<file path="src/rtl/pfg_pkg.sv">
package pfg_pkg;

  typedef enum logic [1:0] {
    RC_DOWN  = 2'd0,
    RC_COUNT = 2'd1,
    RC_READY = 2'd2
  } rec_state_e;

  typedef struct packed {
    logic ce_n;
    logic we_n;
    logic oe_n;
  } bus_req_t;

  function automatic logic is_write(input bus_req_t r);
    return !r.ce_n && !r.we_n;
  endfunction

  function automatic logic is_read(input bus_req_t r);
    return !r.ce_n && r.we_n && !r.oe_n;
  endfunction

endpackage

</file>
<file path="src/rtl/pfg_sync.sv">
module pfg_sync #(
  parameter int WIDTH  = 3,
  parameter int STAGES = 2
) (
  input  logic             clk,
  input  logic             rst,
  input  logic [WIDTH-1:0] d,
  output logic [WIDTH-1:0] q
);
  logic [WIDTH-1:0] chain [STAGES];

  always_ff @(posedge clk) begin
    if (rst) begin
      for (int i = 0; i < STAGES; i++) chain[i] <= '0;
    end else begin
      chain[0] <= d;
      for (int i = 1; i < STAGES; i++) chain[i] <= chain[i-1];
    end
  end

  assign q = chain[STAGES-1];
endmodule

</file>
<file path="src/rtl/pfg_recovery.sv">
module pfg_recovery
  import pfg_pkg::*;
#(
  parameter int TREC_CYCLES = 1000
) (
  input  logic clk,
  input  logic rst,
  input  logic s_ok,
  output logic op_en
);
  localparam int CW = $clog2(TREC_CYCLES + 1);
  localparam logic [CW-1:0] LAST = CW'(TREC_CYCLES - 1);

  rec_state_e    state_q;
  logic [CW-1:0] cnt_q;

  always_ff @(posedge clk) begin
    if (rst) begin
      state_q <= RC_DOWN;
      cnt_q   <= '0;
    end else if (!s_ok) begin
      state_q <= RC_DOWN;
      cnt_q   <= '0;
    end else begin
      unique case (state_q)
        RC_DOWN: begin
          if (TREC_CYCLES <= 1) begin
            state_q <= RC_READY;
          end else begin
            state_q <= RC_COUNT;
            cnt_q   <= CW'(1);
          end
        end
        RC_COUNT: begin
          if (cnt_q >= LAST) state_q <= RC_READY;
          else               cnt_q   <= cnt_q + CW'(1);
        end
        RC_READY: state_q <= RC_READY;
        default:  state_q <= RC_DOWN;
      endcase
    end
  end

  assign op_en = (state_q == RC_READY) && s_ok;

  // the ready state is only ever held or entered with the supply good
  p_ready_after_ok_r4: assert property (@(posedge clk) disable iff (rst)
    (state_q == RC_READY) |-> $past(s_ok));

  // a supply drop restarts the recovery window
  p_drop_restarts_r5: assert property (@(posedge clk) disable iff (rst)
    !s_ok |=> (state_q == RC_DOWN) && (cnt_q == '0));
endmodule

</file>
<file path="src/rtl/pfg_battflag.sv">
module pfg_battflag (
  input  logic clk,
  input  logic rst,
  input  logic s_above,
  input  logic s_blow,
  input  logic op_en,
  input  logic wr_req,
  output logic flag
);
  logic above_q;
  logic blocking_q;
  logic flag_q;
  logic power_up;
  logic wr_live;

  assign power_up = s_above && !above_q;
  assign wr_live  = op_en && wr_req;

  always_ff @(posedge clk) begin
    if (rst) begin
      above_q    <= 1'b0;
      flag_q     <= 1'b0;
      blocking_q <= 1'b0;
    end else begin
      above_q <= s_above;
      if (power_up && s_blow) begin
        flag_q     <= 1'b1;
        blocking_q <= 1'b0;
      end else if (flag_q) begin
        if (wr_live) begin
          blocking_q <= 1'b1;
        end else if (blocking_q) begin
          flag_q     <= 1'b0;
          blocking_q <= 1'b0;
        end
      end
    end
  end

  assign flag = flag_q;

  // the flag only drops after a write cycle has been swallowed
  p_clear_after_block_r8: assert property (@(posedge clk) disable iff (rst)
    $fell(flag_q) |-> $past(blocking_q));

  // the flag is only raised with a weak battery observed
  p_set_needs_low_r6: assert property (@(posedge clk) disable iff (rst)
    $rose(flag_q) |-> $past(s_blow) && $past(s_above));
endmodule

</file>
<file path="src/rtl/pfg_gate.sv">
module pfg_gate
  import pfg_pkg::*;
(
  input  logic clk,
  input  logic rst,
  input  logic op_en,
  input  logic flag,
  input  logic bus_ce_n,
  input  logic bus_we_n,
  input  logic bus_oe_n,
  output logic mem_ce_n,
  output logic mem_we_n,
  output logic mem_drv_en
);
  bus_req_t req;

  assign req = '{ce_n: bus_ce_n, we_n: bus_we_n, oe_n: bus_oe_n};

  always_ff @(posedge clk) begin
    if (rst) begin
      mem_ce_n   <= 1'b1;
      mem_we_n   <= 1'b1;
      mem_drv_en <= 1'b0;
    end else begin
      mem_ce_n   <= !(op_en && !req.ce_n);
      mem_we_n   <= !(op_en && is_write(req) && !flag);
      mem_drv_en <= op_en && is_read(req);
    end
  end

  // loss of operation deselects everything on the next edge
  p_deselect_r2: assert property (@(posedge clk) disable iff (rst)
    !op_en |=> mem_ce_n && mem_we_n && !mem_drv_en);

  // a raised battery flag never lets a strobe through
  p_flag_blocks_r8: assert property (@(posedge clk) disable iff (rst)
    flag |=> mem_we_n);

  // a write strobe only inside a chip select
  p_we_inside_ce_r10: assert property (@(posedge clk) disable iff (rst)
    !mem_we_n |-> !mem_ce_n);

  // the data pins never drive during a write strobe
  p_no_drive_in_write_r10: assert property (@(posedge clk) disable iff (rst)
    mem_drv_en |-> mem_we_n && !mem_ce_n);
endmodule

</file>
<file path="src/rtl/pwrfail_bus_guard.sv">
module pwrfail_bus_guard
  import pfg_pkg::*;
#(
  parameter int SYNC_STAGES = 2,
  parameter int TREC_CYCLES = 1000
) (
  input  logic clk,
  input  logic rst,
  input  logic vcc_ok,
  input  logic vcc_above_sw,
  input  logic batt_low,
  input  logic bus_ce_n,
  input  logic bus_we_n,
  input  logic bus_oe_n,
  output logic mem_ce_n,
  output logic mem_we_n,
  output logic mem_drv_en,
  output logic pwr_sel_batt,
  output logic batt_bad
);
  localparam int NFLAGS = 3;

  logic [NFLAGS-1:0] raw_flags;
  logic [NFLAGS-1:0] syn_flags;
  logic s_ok, s_above, s_blow;
  logic op_en;
  logic flag;
  logic wr_req;
  logic sel_q;
  bus_req_t req;

  assign raw_flags = {batt_low, vcc_above_sw, vcc_ok};

  pfg_sync #(.WIDTH(NFLAGS), .STAGES(SYNC_STAGES)) u_sync (
    .clk (clk),
    .rst (rst),
    .d   (raw_flags),
    .q   (syn_flags)
  );

  assign s_ok    = syn_flags[0];
  assign s_above = syn_flags[1];
  assign s_blow  = syn_flags[2];

  pfg_recovery #(.TREC_CYCLES(TREC_CYCLES)) u_rec (
    .clk   (clk),
    .rst   (rst),
    .s_ok  (s_ok),
    .op_en (op_en)
  );

  assign req    = '{ce_n: bus_ce_n, we_n: bus_we_n, oe_n: bus_oe_n};
  assign wr_req = is_write(req);

  pfg_battflag u_flag (
    .clk     (clk),
    .rst     (rst),
    .s_above (s_above),
    .s_blow  (s_blow),
    .op_en   (op_en),
    .wr_req  (wr_req),
    .flag    (flag)
  );

  pfg_gate u_gate (
    .clk        (clk),
    .rst        (rst),
    .op_en      (op_en),
    .flag       (flag),
    .bus_ce_n   (bus_ce_n),
    .bus_we_n   (bus_we_n),
    .bus_oe_n   (bus_oe_n),
    .mem_ce_n   (mem_ce_n),
    .mem_we_n   (mem_we_n),
    .mem_drv_en (mem_drv_en)
  );

  always_ff @(posedge clk) begin
    if (rst) sel_q <= 1'b1;
    else     sel_q <= !s_above;
  end

  assign pwr_sel_batt = sel_q;
  assign batt_bad     = flag;

  // below the switchover level the battery is chosen on the next edge
  p_batt_sel_r3: assert property (@(posedge clk) disable iff (rst)
    !s_above |=> pwr_sel_batt);

  // above it the main supply is chosen on the next edge
  p_main_sel_r3: assert property (@(posedge clk) disable iff (rst)
    s_above |=> !pwr_sel_batt);
endmodule

</file>
<file path="config.mk">
export PLATFORM = sky130hd
export DESIGN_NAME = pwrfail_bus_guard
export DESIGN_NICKNAME = d
export VERILOG_FILES = /design/src/rtl/pfg_pkg.sv /design/src/rtl/pfg_sync.sv /design/src/rtl/pfg_recovery.sv /design/src/rtl/pfg_battflag.sv /design/src/rtl/pfg_gate.sv /design/src/rtl/pwrfail_bus_guard.sv
export SDC_FILE = /design/constraint.sdc
export NUM_CORES = 1
export LEC_CHECK = 0
export BUFFER_PORTS_ARGS = -buffer_cell sky130_fd_sc_hd__buf_4
export CORE_MARGIN = 2
export CORE_UTILIZATION = 49
export DETAILED_ROUTE_END_ITERATION = 10
export PLACE_DENSITY = 0.82
export RECOVER_POWER = 100
export SKIP_LAST_GASP = 1
export SYNTH_ARGS = -nofsm -noshare
export SYNTH_HDL_FRONTEND = slang
export SYNTH_SLANG_ARGS = --single-unit
</file>
<file path="constraint.sdc">
create_clock -name clk -period 2.05 [get_ports clk]
set_input_delay 0.615 -clock clk [delete_from_list [all_inputs] [get_ports clk]]
set_output_delay 0.615 -clock clk [all_outputs]
set_load 0.02 [all_outputs]
</file>
== After elaboration in Yosys (flattened, before gate mapping) ==
Memory sizes are Yosys's and may differ from the RTL's.
Index checks and enable logic that the tools add are counted.
Storage, ports and cells
  bits in registers: 19
  bits in latches: 0
  memory bits (writable): 6
  bits in read-only memories: 0
  output and inout bits: 5
  logic and storage cells: 56
  memories: 1
Operators by class
  add/sub/neg operators: 1
  multiply operators: 0
  divide/modulo/power cells: 0
  $lt $le $gt $ge: 1
  eq/ne operators: 4
  shift-type cells: 0
  muxes and demuxes: 14
  bitwise operators: 3
  reductions and logical operators: 23
Memory list
  u_sync.chain: depth 2, bits a word 3, read ports 2, clocked after memory_dff 0, write ports 2, line pfg_sync.sv:10  | logic [WIDTH-1:0] chain [STAGES];
Operators with widths (count)
  one-hot mux 10 bit (2 select lines): 1
  adder 10 x 1 -> 10 bit, second input constant: 1
  >= comparator 10 bit, second input constant: 1
  logical AND 1 bit: 10
  2-to-1 mux 10 bit: 1
  zero test 1 bit: 8
  2-to-1 mux 1 bit: 8
  2-to-1 mux 3 bit: 2
  one-hot mux 2 bit (3 select lines): 1
  OR reduction 2 bit: 2
  equality test 2 x 1 -> 1 bit, second input constant: 1
  equality test 2 bit, second input constant: 1
  zero test 2 bit: 1
  2-to-1 mux 2 bit: 1
  inequality test 2 x 1 -> 1 bit, second input constant: 1
  inequality test 2 bit, second input constant: 1
  bitwise OR 1 bit: 2
  AND reduction 2 bit: 1
  nonzero test 2 bit: 1
  NOT 1 bit: 1

== Longest topological paths before layout ==
  word-level depth: 6
  mapped depth: 7
  depth with buffers taken out: 6

== Hierarchy ==
From an unflattened synthesis, not the netlist that was laid out.
Unflattened totals
  cells, all modules: 113
  area total of the unflattened synthesis: 1116.1 µm²
Modules (own cells, without submodules)
  pfg_recovery: instances 1, cells each 77, area each 690.7 µm², seq. area each 240.2 µm²
  pfg_sync: instances 1, cells each 15, area each 180.2 µm², seq. area each 120.1 µm²
  pfg_battflag: instances 1, cells each 12, area each 132.6 µm², seq. area each 60.1 µm²
  pfg_gate: instances 1, cells each 6, area each 82.6 µm², seq. area each 60.1 µm²
  pwrfail_bus_guard: instances 1, cells each 3, area each 30.0 µm², seq. area each 20.0 µm²

== Least setup slack after synthesis ==
OpenSTA, ideal clock, no wires.
  path kind: register -> register
  start: reg u_rec.cnt_q[0]
  end: reg u_rec.cnt_q[8]
  setup time: 70 ps
  arrival: 1844 ps
  data required time: 1980 ps
  slack: 137 ps
  stages on the path, launching flop included: 7
  cells stage by stage: dfxtp_1 -> ha_1 -> a211o_1 -> a41o_1 -> buf_6 -> or4_1 -> a21oi_1
Between the ends
  word-level cells in the longest chain between the ends: 3
Ends and longest elaborated chain
  from (decl): line pfg_recovery.sv:15  | logic [CW-1:0] cnt_q;
  from (signal assigned): line pfg_recovery.sv:36  | else cnt_q <= cnt_q + CW'(1);
  adder 10 x 1 -> 10 bit / >= comparator 10 bit (equally long branches): line pfg_recovery.sv:36, pfg_recovery.sv:35
  2-to-1 mux 10 bit / inequality test 2 bit (equally long branches)
  one-hot mux 10 bit (2 select lines) / AND reduction 2 bit (equally long branches)
Several ways; a longest one is shown, not always the timed one. The select of a mux whose other input is x is not followed.
A chain may end at the register's enable or synchronous reset.

== Worst setup path after layout ==
  start: reg u_rec.cnt_q[0]
  end: reg u_rec.cnt_q[6]
Same word-level chain as after synthesis.

==> impl_metrics.json <==
{
  "status": "finished clean",
  "synth_cell_type_count": 31,
  "ys_seq_area_share_pct": 49.44,
  "viasPerCell": 5.414,
  "drcViolationCount": 0,
  "clk_pin_slew_ps": 130,
  "ctsHoldBuffers": 0,
  "clock_latency_ps": 320,
  "ir_drop_v": 0.0004919,
  "syn_area_um2": 1012,
  "drt-initial-drc-count": 17,
  "p_per_area_nw_per_um2": 653.3,
  "grt_use_total_pct": 17.06,
  "relSlewSlack_pct": 66.57,
  "min_period_ps": 1950,
  "p_leak_nw": 0.4096,
  "port_buffers": 12,
  "cts_buffers": 3,
  "wl_per_cell_um": 12.55,
  "cpLargestDelayFamily": "compound AO/OA/AOI/OAI gates",
  "grt_pass1_vias": 813,
  "synth_fp_nets": 116,
  "hold_path_class": "input pin to register",
  "place_congestion": 0.8367,
  "worst_pin_slew_ps": 499.1,
  "end_kind": "register",
  "synth-seq-cells": 25,
  "syn-mean-instance-area_um2": 9.733,
  "fin_ws_ps": 99.55,
  "max_freq_ghz": 0.5127,
  "synthToLayoutAreaGrowth_pct": 12.86,
  "yosysWarnings": 0,
  "finalHoldViolCount": 0,
  "die_area_um2": 2445,
  "drive_above_1_share_pct": 14.41,
  "grt_max_degree": 15,
  "grt_setup_unrepaired": "false",
  "maxCapViolations": 0,
  "nets": 131,
  "die_y_um": 49.45,
  "clkSinkCount": 25,
  "grt-ovfl-total": 0,
  "setup_viol": 0,
  "slowest_delay_ps": 510,
  "fin_skew_ps": 0.8510,
  "io_pins": 13,
  "dp_slack_ps": 53.40,
  "grt_pass1_wl_um": 3125,
  "synth-main-ff-cell": "dfxtp_1",
  "fin_crit_sh_pct": 95.14,
  "antenna_cells": 0,
  "utilization_pct": 58.23,
  "cp.required_ps": 2310,
  "async_flop_share_pct": 0,
  "cts-resized-gates": 0,
  "cts_setup_buffers": 0,
  "gr-usage-met3_pct": 3.636,
  "start_util_pct": 51.59,
  "startpoint_type": "register",
  "die_x_um": 49.45,
  "use_met2_pct": 33.11,
  "h-tree-depth": 1,
  "arrival_ps": 2210,
  "critPathMaxFanout": 11,
  "crit_buf_inv": 0,
  "drtPass1Iterations": 4,
  "globalRouteMet1Util_pct": 16.31,
  "rows": 16,
  "clockBufferDepth": 2,
  "slowest_stage": "or4_1",
  "drt_wl_total_um": 1820,
  "grt.busiest_layer": "met2",
  "postRouteAntennaNets": 0,
  "coreArea_um2": 1962,
  "cp_cell_sequence": "ha_1, a211o_1, a41o_4, or4_1, a21oi_1",
  "synth-edff-count": 0,
  "setup_tns_ps": 0,
  "path_class": "register to register",
  "clock-root-buffer": "clkbuf_4",
  "antenna_found_initial": 0,
  "netlist_instances": 104,
  "slew_violations": 0,
  "cts_tree": "done",
  "dp_hpwl_um": 1399,
  "via_count": 785
}
[final timing paths]
check                                start                            to  slack (ps)  cells past startpoint
max            u_rec.cnt_q[0]$_SDFFE_PP0P_   u_rec.cnt_q[6]$_SDFFE_PP0P_         100                      5
min                               bus_oe_n  u_gate.mem_drv_en$_SDFF_PP0_         440                      2
max reg2reg    u_rec.cnt_q[0]$_SDFFE_PP0P_   u_rec.cnt_q[6]$_SDFFE_PP0P_         100                      5
min reg2reg  u_sync.chain[0][4]$_SDFF_PP0_       pwr_sel_batt$_SDFF_PP1_         440                      1
[per-stage QoR]
| stage | std cells | total power, mW | cell area (um^2) | hold WS [ps] |
|---|---|---|---|---|
| floorplan | 104 | 0.5266 | 1012 | 391.5 |
| global placement | 141 | 0.5397 | 1125 | 400.6 |
| detailed placement | 141 | 0.5421 | 1125 | 410.1 |
| CTS | 145 | 0.7578 | 1152 | 424.8 |
| global route | 145 | 0.7815 | 1142 | 426.9 |
| finish | 145 | 0.7463 | 1142 | 436.0 |
[cell usage in the layout (no fill, tap or decap), types with 3 or more instances in the layout]
cell type	netlist	routed
dfxtp_1	25	24
nor2b_1	7	7
buf_4	0	7
inv_1	6	6
nor2_1	6	6
a21oi_1	6	6
clkbuf_1	2	6
mux2i_1	5	5
nand2_1	5	5
o21ai_0	5	5
nand3_1	4	4
ha_1	4	4
or3_1	3	3
or3_2	3	3
clkbuf_4	0	3
[cells in the mapped netlist, types with 2 or more instances]
| cell type | n | area share (%) |
|---|---|---|
| a21oi_1 | 6 | 3.0 |
| and4_1 | 2 | 1.7 |
| clkbuf_1 | 2 | 0.74 |
| dfxtp_1 | 25 | 49 |
| ha_1 | 4 | 4.9 |
| inv_1 | 6 | 2.2 |
| mux2i_1 | 5 | 4.9 |
| nand2_1 | 5 | 1.9 |
| nand2b_1 | 2 | 1.2 |
| nand3_1 | 4 | 2.0 |
| nor2_1 | 6 | 2.2 |
| nor2b_1 | 7 | 4.3 |
| nor3b_1 | 2 | 1.5 |
| o21ai_0 | 5 | 2.5 |
| o31ai_1 | 2 | 1.5 |
| or3_1 | 3 | 1.9 |
| or3_2 | 3 | 2.2 |
| or4_1 | 2 | 1.5 |
[report_power, final]
group	internal [mW]	switching [mW]	leakage, nW
Clock	0.0732	0.143	0.0177
Combinational	0.0177	0.0153	0.188
Sequential	0.494	0.00326	0.204
[state kept, by name, summed over array words and instances (netlist names)]
signal and flops:
pwr_sel_batt 1, u_flag.above_q 1, u_flag.blocking_q 1, u_flag.flag 1, u_gate.mem_ce_n 1, u_gate.mem_drv_en 1, u_gate.mem_we_n 1, u_rec.cnt_q 10
u_rec.state_q 2, u_sync.chain 6
[layer usage]
layer	up-vias	wire (um)
li1	401	-
met1	359	743
met2	19	951
met3	6	80
met4	0	44
met5	-	0
[logic make-up after synthesis]
logic type	after synthesis	share of synthesized area, %
AO/OA/AOI/OAI	19	11.74
adder cells (fa/ha/maj)	4	4.945
buffers and inverters	9	4.079
flip-flops	25	49.44
multiplexers	5	4.945
AND/OR/NAND/NOR	42	24.85
[cell type report]
class	count	area, um^2
clock buffer	3	22.52
clock inverter	1	5.005
fill	188	819.5
inverter	6	22.52
multi-input combinational	70	481.7
sequential	25	501.7
tap	27	33.78
timing repair buffer	13	75.07
No activity file was read; power rests on OpenSTA's default activity.
